[src/rtl/esync_pkg.sv]
// Shared types for the embedded sync code detector.
// Assumes four codes per code word, in the field order frame start,
// line start, line end, frame end (low field to high field).
package esync_pkg;
    localparam int CODE_CNT = 4;
    localparam int IDX_FS   = 0;
    localparam int IDX_LS   = 1;
    localparam int IDX_LE   = 2;
    localparam int IDX_FE   = 3;
    localparam int PRE_LEN  = 3;

    typedef enum logic [2:0] {
        EV_NONE,
        EV_FS,
        EV_FE,
        EV_LS,
        EV_LE
    } esync_ev_e;

    typedef enum logic [1:0] {
        PA_IDLE,
        PA_ONES,
        PA_ZERO1,
        PA_ZERO2
    } pre_st_e;
endpackage

[src/rtl/esync_preamble.sv]
// Preamble tracker: follows the valid byte stream and flags the byte that
// directly follows an all-ones, all-zeros, all-zeros run.
// Assumes en is the embedded mode select; the tracker is held idle when off.
module esync_preamble
    import esync_pkg::*;
#(
    parameter int DATA_W = 8
) (
    input  logic              clk,
    input  logic              rst_n,
    input  logic              en,
    input  logic [DATA_W-1:0] din,
    input  logic              din_vld,
    output logic              code_now
);
    localparam logic [DATA_W-1:0] ALL_ONES = '1;
    localparam logic [DATA_W-1:0] ALL_ZERO = '0;

    pre_st_e st;

    // Advance the preamble state on every valid byte.
    always_ff @(posedge clk) begin
        if (!rst_n || !en) begin
            st <= PA_IDLE;
        end else if (din_vld) begin
            case (st)
                PA_IDLE:  st <= (din == ALL_ONES) ? PA_ONES : PA_IDLE;
                PA_ONES:  st <= (din == ALL_ZERO) ? PA_ZERO1 :
                                (din == ALL_ONES) ? PA_ONES : PA_IDLE;
                PA_ZERO1: st <= (din == ALL_ZERO) ? PA_ZERO2 :
                                (din == ALL_ONES) ? PA_ONES : PA_IDLE;
                default:  st <= PA_IDLE;
            endcase
        end
    end

    // The current byte is a code byte when the full preamble was seen.
    always_comb code_now = en && din_vld && (st == PA_ZERO2);
endmodule

[src/rtl/esync_match.sv]
// Code matcher: compares one byte with four programmed codes under their
// unmask fields and returns the single highest-priority event.
// Assumes a 1 in the unmask marks a bit that takes part in the compare.
module esync_match
    import esync_pkg::*;
#(
    parameter int DATA_W = 8
) (
    input  logic [DATA_W-1:0]          code_byte,
    input  logic [CODE_CNT*DATA_W-1:0] codes,
    input  logic [CODE_CNT*DATA_W-1:0] unmask,
    output esync_ev_e                  ev
);
    logic [CODE_CNT-1:0] hit;

    for (genvar i = 0; i < CODE_CNT; i++) begin : g_cmp
        // Masked compare of the byte against code field i.
        always_comb hit[i] = (((code_byte ^ codes[i*DATA_W +: DATA_W])
                               & unmask[i*DATA_W +: DATA_W]) == '0);
    end

    // Priority: frame start, frame end, line start, line end.
    always_comb begin
        if (hit[IDX_FS])      ev = EV_FS;
        else if (hit[IDX_FE]) ev = EV_FE;
        else if (hit[IDX_LS]) ev = EV_LS;
        else if (hit[IDX_LE]) ev = EV_LE;
        else                  ev = EV_NONE;
    end
endmodule

[src/rtl/esync_frame.sv]
// Framing tracker: turns decoded events (embedded mode) or sync wire levels
// (discrete mode) into event pulses, line/frame levels and a sticky error.
// Assumes ev is only meaningful while ev_vld is high.
module esync_frame
    import esync_pkg::*;
(
    input  logic      clk,
    input  logic      rst_n,
    input  logic      esm_en,
    input  logic      ev_vld,
    input  esync_ev_e ev,
    input  logic      ext_hsync,
    input  logic      ext_vsync,
    input  logic      err_clr,
    output logic      fs_p,
    output logic      ls_p,
    output logic      le_p,
    output logic      fe_p,
    output logic      line_open,
    output logic      frame_open,
    output logic      err_flag
);
    logic lo_n, fo_n, fs_n, ls_n, le_n, fe_n, err_hit;

    // Next-state decode for both sync sources.
    always_comb begin
        lo_n = line_open;
        fo_n = frame_open;
        fs_n = 1'b0;
        ls_n = 1'b0;
        le_n = 1'b0;
        fe_n = 1'b0;
        err_hit = 1'b0;
        if (!esm_en) begin
            lo_n = ext_hsync;
            fo_n = ext_vsync;
            fs_n = ext_vsync && !frame_open;
            fe_n = !ext_vsync && frame_open;
            ls_n = ext_hsync && !line_open;
            le_n = !ext_hsync && line_open;
        end else if (ev_vld) begin
            case (ev)
                EV_FS: begin
                    fs_n = 1'b1;
                    fo_n = 1'b1;
                end
                EV_FE: begin
                    fe_n = 1'b1;
                    err_hit = !frame_open;
                    fo_n = 1'b0;
                    lo_n = 1'b0;
                end
                EV_LS: begin
                    ls_n = 1'b1;
                    err_hit = line_open;
                    lo_n = 1'b1;
                end
                EV_LE: begin
                    le_n = 1'b1;
                    err_hit = !line_open;
                    lo_n = 1'b0;
                end
                default: ;
            endcase
        end
    end

    // Register the pulses, the levels and the sticky error.
    always_ff @(posedge clk) begin
        if (!rst_n) begin
            fs_p <= 1'b0;
            ls_p <= 1'b0;
            le_p <= 1'b0;
            fe_p <= 1'b0;
            line_open <= 1'b0;
            frame_open <= 1'b0;
            err_flag <= 1'b0;
        end else begin
            fs_p <= fs_n;
            ls_p <= ls_n;
            le_p <= le_n;
            fe_p <= fe_n;
            line_open <= lo_n;
            frame_open <= fo_n;
            err_flag <= (err_flag && !err_clr) || err_hit;
        end
    end

    assert_single_event_R3: assert property (@(posedge clk) disable iff (!rst_n)
        $past(esm_en) |-> $onehot0({fs_p, ls_p, le_p, fe_p}));
    assert_ls_one_cycle_R4: assert property (@(posedge clk) disable iff (!rst_n)
        ls_p |=> !ls_p);
    assert_line_rise_R5: assert property (@(posedge clk) disable iff (!rst_n)
        $rose(line_open) |-> ls_p);
    assert_frame_fall_R5: assert property (@(posedge clk) disable iff (!rst_n)
        $fell(frame_open) |-> fe_p);
    assert_err_sticky_R6: assert property (@(posedge clk) disable iff (!rst_n)
        (err_flag && !err_clr) |=> err_flag);
endmodule

[src/rtl/esync_pixq.sv]
// Pixel delay line: holds the last DEPTH valid bytes with a pixel tag so
// that a recognised marker can drop its preamble before it is emitted.
// Assumes squash arrives with the code byte, when the line holds the preamble.
module esync_pixq #(
    parameter int DATA_W = 8,
    parameter int DEPTH  = 3
) (
    input  logic              clk,
    input  logic              rst_n,
    input  logic [DATA_W-1:0] din,
    input  logic              din_vld,
    input  logic              tag_in,
    input  logic              squash,
    output logic [DATA_W-1:0] pix_data,
    output logic              pix_vld
);
    logic [DATA_W-1:0] data_q [DEPTH];
    logic              tag_q  [DEPTH];

    // Shift on each valid byte, or clear all tags on a marker.
    always_ff @(posedge clk) begin
        if (!rst_n) begin
            pix_vld  <= 1'b0;
            pix_data <= '0;
            for (int i = 0; i < DEPTH; i++) begin
                data_q[i] <= '0;
                tag_q[i]  <= 1'b0;
            end
        end else begin
            pix_vld <= 1'b0;
            if (din_vld) begin
                if (squash) begin
                    for (int i = 0; i < DEPTH; i++) tag_q[i] <= 1'b0;
                end else begin
                    pix_vld  <= tag_q[DEPTH-1];
                    pix_data <= data_q[DEPTH-1];
                    for (int i = DEPTH-1; i > 0; i--) begin
                        data_q[i] <= data_q[i-1];
                        tag_q[i]  <= tag_q[i-1];
                    end
                    data_q[0] <= din;
                    tag_q[0]  <= tag_in;
                end
            end
        end
    end

    assert_pix_needs_input_R9: assert property (@(posedge clk) disable iff (!rst_n)
        pix_vld |-> $past(din_vld));
endmodule

[src/rtl/esync_detect.sv]
// Embedded sync code detector top: preamble tracker, code matcher,
// framing tracker and pixel delay line.
// Assumes the stream is byte-qualified by din_vld and the codes are stable
// while embedded mode is on.
module esync_detect
    import esync_pkg::*;
#(
    parameter int DATA_W = 8
) (
    input  logic                       clk,
    input  logic                       rst_n,
    input  logic                       esm_en,
    input  logic [DATA_W-1:0]          din,
    input  logic                       din_vld,
    input  logic                       ext_hsync,
    input  logic                       ext_vsync,
    input  logic [CODE_CNT*DATA_W-1:0] sync_codes,
    input  logic [CODE_CNT*DATA_W-1:0] code_unmask,
    input  logic                       err_clr,
    output logic                       frame_start,
    output logic                       line_start,
    output logic                       line_end,
    output logic                       frame_end,
    output logic                       line_valid,
    output logic                       frame_valid,
    output logic                       err_flag,
    output logic [DATA_W-1:0]          pix_data,
    output logic                       pix_valid
);
    logic      code_now;
    esync_ev_e ev;

    esync_preamble #(.DATA_W(DATA_W)) u_pre (
        .clk(clk), .rst_n(rst_n), .en(esm_en),
        .din(din), .din_vld(din_vld), .code_now(code_now)
    );

    esync_match #(.DATA_W(DATA_W)) u_match (
        .code_byte(din), .codes(sync_codes), .unmask(code_unmask), .ev(ev)
    );

    esync_frame u_frame (
        .clk(clk), .rst_n(rst_n), .esm_en(esm_en),
        .ev_vld(code_now), .ev(ev),
        .ext_hsync(ext_hsync), .ext_vsync(ext_vsync), .err_clr(err_clr),
        .fs_p(frame_start), .ls_p(line_start), .le_p(line_end), .fe_p(frame_end),
        .line_open(line_valid), .frame_open(frame_valid), .err_flag(err_flag)
    );

    esync_pixq #(.DATA_W(DATA_W), .DEPTH(PRE_LEN)) u_pixq (
        .clk(clk), .rst_n(rst_n), .din(din), .din_vld(din_vld),
        .tag_in(line_valid), .squash(code_now),
        .pix_data(pix_data), .pix_vld(pix_valid)
    );
endmodule

[config.mk]
export PLATFORM = sky130hd
export DESIGN_NAME = esync_detect
export DESIGN_NICKNAME = d
export VERILOG_FILES = /design/src/rtl/esync_pkg.sv /design/src/rtl/esync_preamble.sv /design/src/rtl/esync_match.sv /design/src/rtl/esync_frame.sv /design/src/rtl/esync_pixq.sv /design/src/rtl/esync_detect.sv
export SDC_FILE = /design/constraint.sdc
export NUM_CORES = 1
export LEC_CHECK = 0
export BUFFER_PORTS_ARGS = -buffer_cell sky130_fd_sc_hd__buf_2
export CAP_MARGIN = 20
export CORE_UTILIZATION = 52
export CTS_CLUSTER_DIAMETER = 30
export DETAILED_ROUTE_END_ITERATION = 7
export PLACE_DENSITY = 0.86
export SYNTH_ARGS = -nofsm -noshare
export SYNTH_HDL_FRONTEND = slang
export SYNTH_SLANG_ARGS = --single-unit
export TNS_END_PERCENT = 50
[constraint.sdc]
create_clock -name clk -period 2.5 [get_ports clk]
set_input_delay 0 -clock clk [delete_from_list [all_inputs] [get_ports clk]]
set_output_delay 0 -clock clk [all_outputs]
set_load 0.01 [all_outputs]
==> flow_summary.yaml, run 1 <==
final_layout:
  area_delta_synth_final_pct: 24.6
  drive_above_1_share: 0.345
  n_antenna_cell: 0
  final_core_util: 0.697
  layout.nets: 382
  fill_cells: 308
worst_setup_path:
  path_max_fanout: 6
  crit_type: "register to register"
  critPathCaptureType: "register"
  cpPeakStageDelay_ns: 0.61
  cp_data_arrival_time_ns: 2.13
  path_cells: "and3_1, nand2_1, or3_1, o41ai_1, dlygate4sd3_1"
  crit_buf_inv: 1
  critPathSlowestCell: "dlygate4sd3_1"
  start_kind: "register"
  required_ns: 2.75
  cp_top_family: "simple AND/OR/NAND/NOR gates"
synth:
  syn-cell-area_sq_um: 2300
  ys.warnings.count: 0
  yosysUniqueCellTypes: 35
  ys.flop_type: "edfxtp_1"
  ys_ff_latch: 45
  synth_nets: 290
  synth_top_area_cell: "edfxtp_1"
  ys_top_cells_by_count: "32 x xor2_1, 28 x and2_1, 27 x edfxtp_1, 18 x dfxtp_1, 15 x nor2_1"
  synth_top_area_frac: 0.352
  synthCells: 211
  seq_area_frac_synth: 0.509
  ys_top_cells_by_area: "edfxtp_1 35%, dfxtp_1 16%, xor2_1 12%"
  syn_avg_cell_area_sq_um: 10.9
  synth.most_common_cell: "xor2_1"
  synth_edf_count: 27
  synthArstFlopShare: 0
global_routing:
  grt_pass1_wl_um: 7510
  grt_max_degree: 28
  antenna_found_initial: 0
  grt_pass1_vias: 1739
  gr-total-overflow: 0
  grt_usage: 0.230
pwr:
  vdd_drop_max_uv: 247
  switching_share: 0.244
  seqPwrFrac: 0.557
  pwr-share-clk: 0.282
  comb_power_share: 0.161
  p_int_mw: 1.14
  total_leakage_power_nw: 1.34
  power_density_nw_per_um2: 525
  power.net_switching_mw: 0.367
routing:
  via_per_inst: 5.26
  drcViolationCount: 0
  ant_nets: 0
  drt-total-wl_um: 4880
  first_pass_iters: 4
  dr_total_vias: 1863
  drt_first_iter_violations: 87
  post_drt_wl_per_cell_um: 13.8
sta:
  slew_headroom: 0.367
  finClkSkew_ns: 0.00477
  tns_ns: 0
  final_max_slew_viol_count: 0
  period_minus_slack_ns: 1.89
  hold_viol: 0
  rsz0062_at_grt: "false"
  worst_slew_pin_slew_ns: 0.948
  post-route-period-util: 0.755
  setup_viol: 0
  fmax_ghz: 0.530
flow_run:
  maxCapViolations: 0
run_status:
  status: "complete, no violations"
cts:
  cts_root_buffer: "clkbuf_8"
  cts_buffers: 5
  clkSinkCount: 45
  clock_latency_ns: 0.30
  ctsResizeCount: 0
  cts_tree: "done"
  htreeDepth: 2
  cts.path.max_buffers: 2
  clk_pin_slew_ns: 0.08
worst_hold_path:
  hold_class: "input port to register"
floorplan:
  ioPinCount: 95
  die_h_um: 68.5
  dieArea_sq_um: 4690
  core_sq_um: 4120
  rows: 23
  initial_core_util: 0.559
  dieWidth_um: 68.5
place:
  place_congestion: 0.804
  dp_hpwl_um: 3640
  portBuffers: 94
-- registers in the layout, indices dropped and copies added (netlist names) --
| signal | count |
|---|---|
| u_frame.frame_open | 1 |
| u_frame.err_flag | 1 |
| u_pixq.tag_q | 3 |
| u_pixq.data_q | 24 |
| u_frame.le_p | 1 |
| u_pixq.pix_data | 8 |
| u_frame.fs_p | 1 |
| u_frame.line_open | 1 |
| u_pixq.pix_vld | 1 |
| u_pre.st | 2 |
| u_frame.ls_p | 1 |
| u_frame.fe_p | 1 |
-- kinds of logic after synthesis --
group                     count (synthesis)  share of synthesized area
and+or+nand+nor                          71                      0.169
DFF                                      45                      0.509
AOI/OAI and AO/OA                        35                      0.114
xor gates and xnor gates                 32                      0.122
buffers and inverters                    19                     0.0479
muxes                                     9                     0.0392
-- power groups by stage --
stage               Sequential [mW]  Clock [mW]  Combinational, mW
floorplan                     0.858           0              0.139
global placement              0.854           0              0.230
detailed placement            0.855           0              0.236
CTS                           0.839       0.428              0.240
global route                  0.842       0.464              0.267
finish                        0.838       0.425              0.242
-- per-stage QoR --
stage / std cells / hold slack [ns] / power (mW) / setup WS, ns / instance area, sq um
after floorplan: 211 / 0.0894 / 0.997 / 0.768 / 2300
after global placement: 342 / 0.214 / 1.08 / 0.740 / 2750
after CTS: 353 / 0.00720 / 1.51 / 0.620 / 2860
after global routing: 354 / 0.0131 / 1.57 / 0.451 / 2870
after detailed placement: 342 / 0.216 / 1.09 / 0.621 / 2750
final: 354 / 0.0119 / 1.50 / 0.613 / 2870
-- timing repair --
action,in CTS,in global routing
endpoints found under the hold margin,3,0
hold buffers,3,0
buffers inserted,0,0
-- area by class of cell --
cell class / count / area (sq um) / area share
inverters: 5 / 18.8 / 0.00654
flip-flops and latches: 45 / 1170 / 0.408
well taps: 50 / 62.6 / 0.0218
multi-input cells: 147 / 1020 / 0.356
clock buffers: 7 / 76.3 / 0.0266
clock inverters: 1 / 3.75 / 0.00131
repair buffers: 99 / 515 / 0.180
-- final timing paths --
| check | start | end | slack (ns) | cells past startpoint |
|---|---|---|---|---|
| worst max-delay path | u_pre.st[1] | u_frame.le_p | 0.61 | 5 |
| worst min-delay path | rst_n | u_frame.err_flag | 0.01 | 2 |
| worst max register to register | u_pre.st[1] | u_frame.le_p | 0.61 | 5 |
| worst min register to register | u_pixq.tag_q[2] | u_pixq.pix_vld | 0.45 | 1 |
-- cells in the final DEF, fill, tap and decap left out, types with 2 or more instances in the layout --
master / Yosys / layout
buf_2: 4 / 94
mux2i_1: 9 / 9
dlygate4sd3_1: 0 / 3
nand2b_1: 2 / 2
clkbuf_1: 5 / 2
a22oi_1: 14 / 14
nor3_1: 4 / 4
nand2_1: 6 / 6
o21ai_0: 6 / 6
nor2_1: 15 / 15
xor2_1: 32 / 32
nand4_1: 5 / 5
inv_1: 5 / 5
dfxtp_1: 18 / 18
nor4_1: 2 / 2
buf_4: 1 / 2
clkbuf_8: 0 / 5
edfxtp_1: 27 / 27
a21oi_1: 3 / 3
a22oi_2: 2 / 2
nand3_1: 5 / 5
and2_1: 28 / 28
-- metal layers --
| layer | GRT usage | vias up | wire [um] |
|---|---|---|---|
| met2 | 0.384 | 91 | 2460 |
| met4 | 0.164 | 0 | 184 |
| met5 | 0 | - | 0 |
| met3 | 0.0707 | 15 | 317 |
| li1 | - | 928 | - |
| met1 | 0.245 | 829 | 1920 |
No activity file was read; power rests on OpenSTA's default activity.
==> inputs of run 2 (changes only) <==
Settings changed: ABC_AREA from default to 1, CORE_UTILIZATION 52 to 45, PLACE_DENSITY 0.86 to 0.77.
Clock period 2.5 ns to 1.7 ns, I/O delays scaled along.
==> run 2 against run 1 <==
Against the previous run: non-clock buffer count shrank 1; combinational power is 75% higher; final area up 14%; via count rose by 37%; synthesized cell count is 78% higher; sequential power is 47% higher; fmax increased by 37%; hold slack better by 0.0068 ns; first-iteration DRC count grew 33%.
==> flow_summary.yaml, run 2 <==
worst_setup_path:
  reg2reg_setup_slack_ns: 0.32
  reg2reg_to: "u_pixq.data_q[0][0]"
  rr_worst_depth: 8
  critPathSlowestCell: "dfxtp_1"
  cp_data_arrival_time_ns: 1.43
  crit_buf_inv: 3
  cp_top_family: "simple AND/OR/NAND/NOR gates"
  path_max_fanout: 36
  cpPeakStageDelay_ns: 0.35
  crit_type: "register to register"
  r2r-start: "u_pre.st[0]"
  critPathCaptureType: "register"
  path_cells: "nand2_1, inv_1, nand2_1, nor2_1, inv_1, nand3_2, buf_12, nor2_1"
  start_kind: "register"
  required_ns: 1.75
place:
  portBuffers: 94
  dp_hpwl_um: 4560
  placed_cell_area_sq_um: 3150
  dp.cells: 539
  place_congestion: 0.877
  dp_slack_ns: 0.342
global_routing:
  grt_max_degree: 37
  grt_pass1_vias: 2387
  grt_pass1_wl_um: 9980
  antenna_found_initial: 0
  grt_usage: 0.211
  gr-total-overflow: 0
pwr:
  total_leakage_power_nw: 1.75
  vdd_drop_max_uv: 423
  power_mw: 2.48
  power_density_nw_per_um2: 757
synth:
  synth_nets: 454
  ys.flop_type: "edfxtp_1"
  ys_top_cells_by_area: "edfxtp_1 32%, nand2_1 16%, dfxtp_1 14%"
  syn_avg_cell_area_sq_um: 6.83
  yosysUniqueCellTypes: 25
  synthAdderAreaFrac: 0
  muxShareOfSynthArea: 0
  synthArstFlopShare: 0
  synth_top_family_by_area: "simple AND/OR/NAND/NOR gates"
  ys_top_cells_by_count: "108 x nand2_1, 82 x inv_1, 60 x nor2_1, 34 x nand3_1, 27 x edfxtp_1"
  ys.warnings.count: 0
  synth-simple-area-share: 0.358
  synthXorXnorAreaFrac: 0
  seq_area_frac_synth: 0.457
  synth.most_common_cell: "nand2_1"
  synth_edf_count: 27
  synth_top_area_cell: "edfxtp_1"
  synth_compound_area_frac: 0.0498
  synth_top_area_frac: 0.316
  syn-cell-area_sq_um: 2560
  ys_ff_latch: 45
  synthCells: 375
sta:
  period_minus_slack_ns: 1.38
  setup_viol: 0
  fmax_ghz: 0.724
  slew_headroom: 0.797
  post-route-period-util: 0.813
  final_max_slew_viol_count: 0
  hold_viol: 0
  rsz0062_at_grt: "false"
  finClkSkew_ns: 0.0107
  worst_slew_pin_slew_ns: 0.303
  tns_ns: 0
  worst_slack_ns: 0.318
  hold_slack_ns: 0.0187
routing:
  ant_nets: 0
  via_per_inst: 4.67
  dr_total_vias: 2560
  drt_first_iter_violations: 116
  drcViolationCount: 0
  post_drt_wl_per_cell_um: 10.5
  first_pass_iters: 4
  drt-total-wl_um: 5750
final_layout:
  top_register: "u_pixq.data_q"
  multi_input_area_sq_um: 1060
  layout.nets: 554
  reg_top3: "u_pixq.data_q: 24 flops, u_pixq.pix_data: 8 flops, u_pixq.tag_q: 3 flops"
  stdcell_area_sq_um: 3280
  largest_reg_flops: 24
  n_antenna_cell: 0
  final_cell_mix: "108 x nand2_1, 94 x buf_2, 82 x inv_1"
  area_delta_synth_final_pct: 28.0
  drive_above_1_share: 0.244
  fill_cells: 534
  instances_no_fill: 548
  final_common_cell: "nand2_1"
  final_core_util: 0.596
  register_area_sq_um: 1170
cts:
  cts_setup_buffers: 0
  cts.path.max_buffers: 2
  clock_latency_ns: 0.30
  cts_buffers: 5
  htreeDepth: 2
  clk_pin_slew_ns: 0.08
  cts_tree: "done"
  cts_root_buffer: "clkbuf_8"
  clkSinkCount: 45
floorplan:
  dieWidth_um: 77.5
  ioPinCount: 95
  core_sq_um: 5510
  initial_core_util: 0.465
  rows: 27
  dieArea_sq_um: 6000
  die_h_um: 77.5
worst_hold_path:
  hold_depth: 3
  hold_class: "input port to register"
  hold-path-endpoint: "u_pre.st[0]"
  worstHoldStart: "din_vld"
run_status:
  status: "complete, no violations"
flow_run:
  maxCapViolations: 0
## run 2: where the power goes
group	switching (mW)	total, mW	internal (mW)
clock network	0.349	0.827	0.477
registers	0.0184	1.23	1.21
logic	0.247	0.424	0.177
## run 2: cell type report
class	count	share of cell area
clock buffer	6	0.0252
clock inverter	2	0.0114
inverter	84	0.0961
multi-input combinational	241	0.322
sequential	45	0.357
tap	72	0.0275
timing repair buffer	98	0.161
## run 2: cells by family (layout without fill, tap and decap cells)
| group | after synthesis | in the layout |
|---|---|---|
| buffers and inverters | 89 | 190 |
| AO/OA/AOI/OAI | 21 | 21 |
| flip-flops | 45 | 45 |
| AND/OR/NAND/NOR | 220 | 220 |
## run 2: routing by layer
layer  GRT usage  up-vias  share of wire  wire, um
met4      0.0906        0          0.021       123
met5           0        -              0         0
met3      0.0482       10          0.056       321
li1            -     1353              -         -
met1       0.231     1110           0.43      2470
met2       0.385       87           0.49      2830
## run 2: worst max path at each step
stage / from / to / slack, ns / depth (start not counted)
floorplan: u_pre.st[0] / u_pixq.data_q[0][1] / 0.21 / 8
CTS: u_pre.st[0] / u_pixq.data_q[1][3] / 0.33 / 8
finish: u_pre.st[0] / u_pixq.data_q[0][0] / 0.32 / 8
global route: u_pre.st[0] / u_pixq.data_q[0][0] / 0.21 / 8
detailed placement: u_pre.st[0] / u_pixq.data_q[1][3] / 0.34 / 8
global placement: u_pre.st[0] / u_pixq.data_q[0][1] / 0.37 / 8
## run 2: what timing repair did
| action | CTS | global route |
|---|---|---|
| endpoints found under the hold margin | 1 | 0 |
| hold buffers | 1 | 0 |
| gates resized for setup | 0 | 0 |
## run 2: worst reg2reg max path: cells and delay by family (launching register included)
kind / cells / cell delay (ns)
flip-flops: 1 / 0.35
buffers and inverters: 3 / 0.36
AND/OR/NAND/NOR: 5 / 0.42
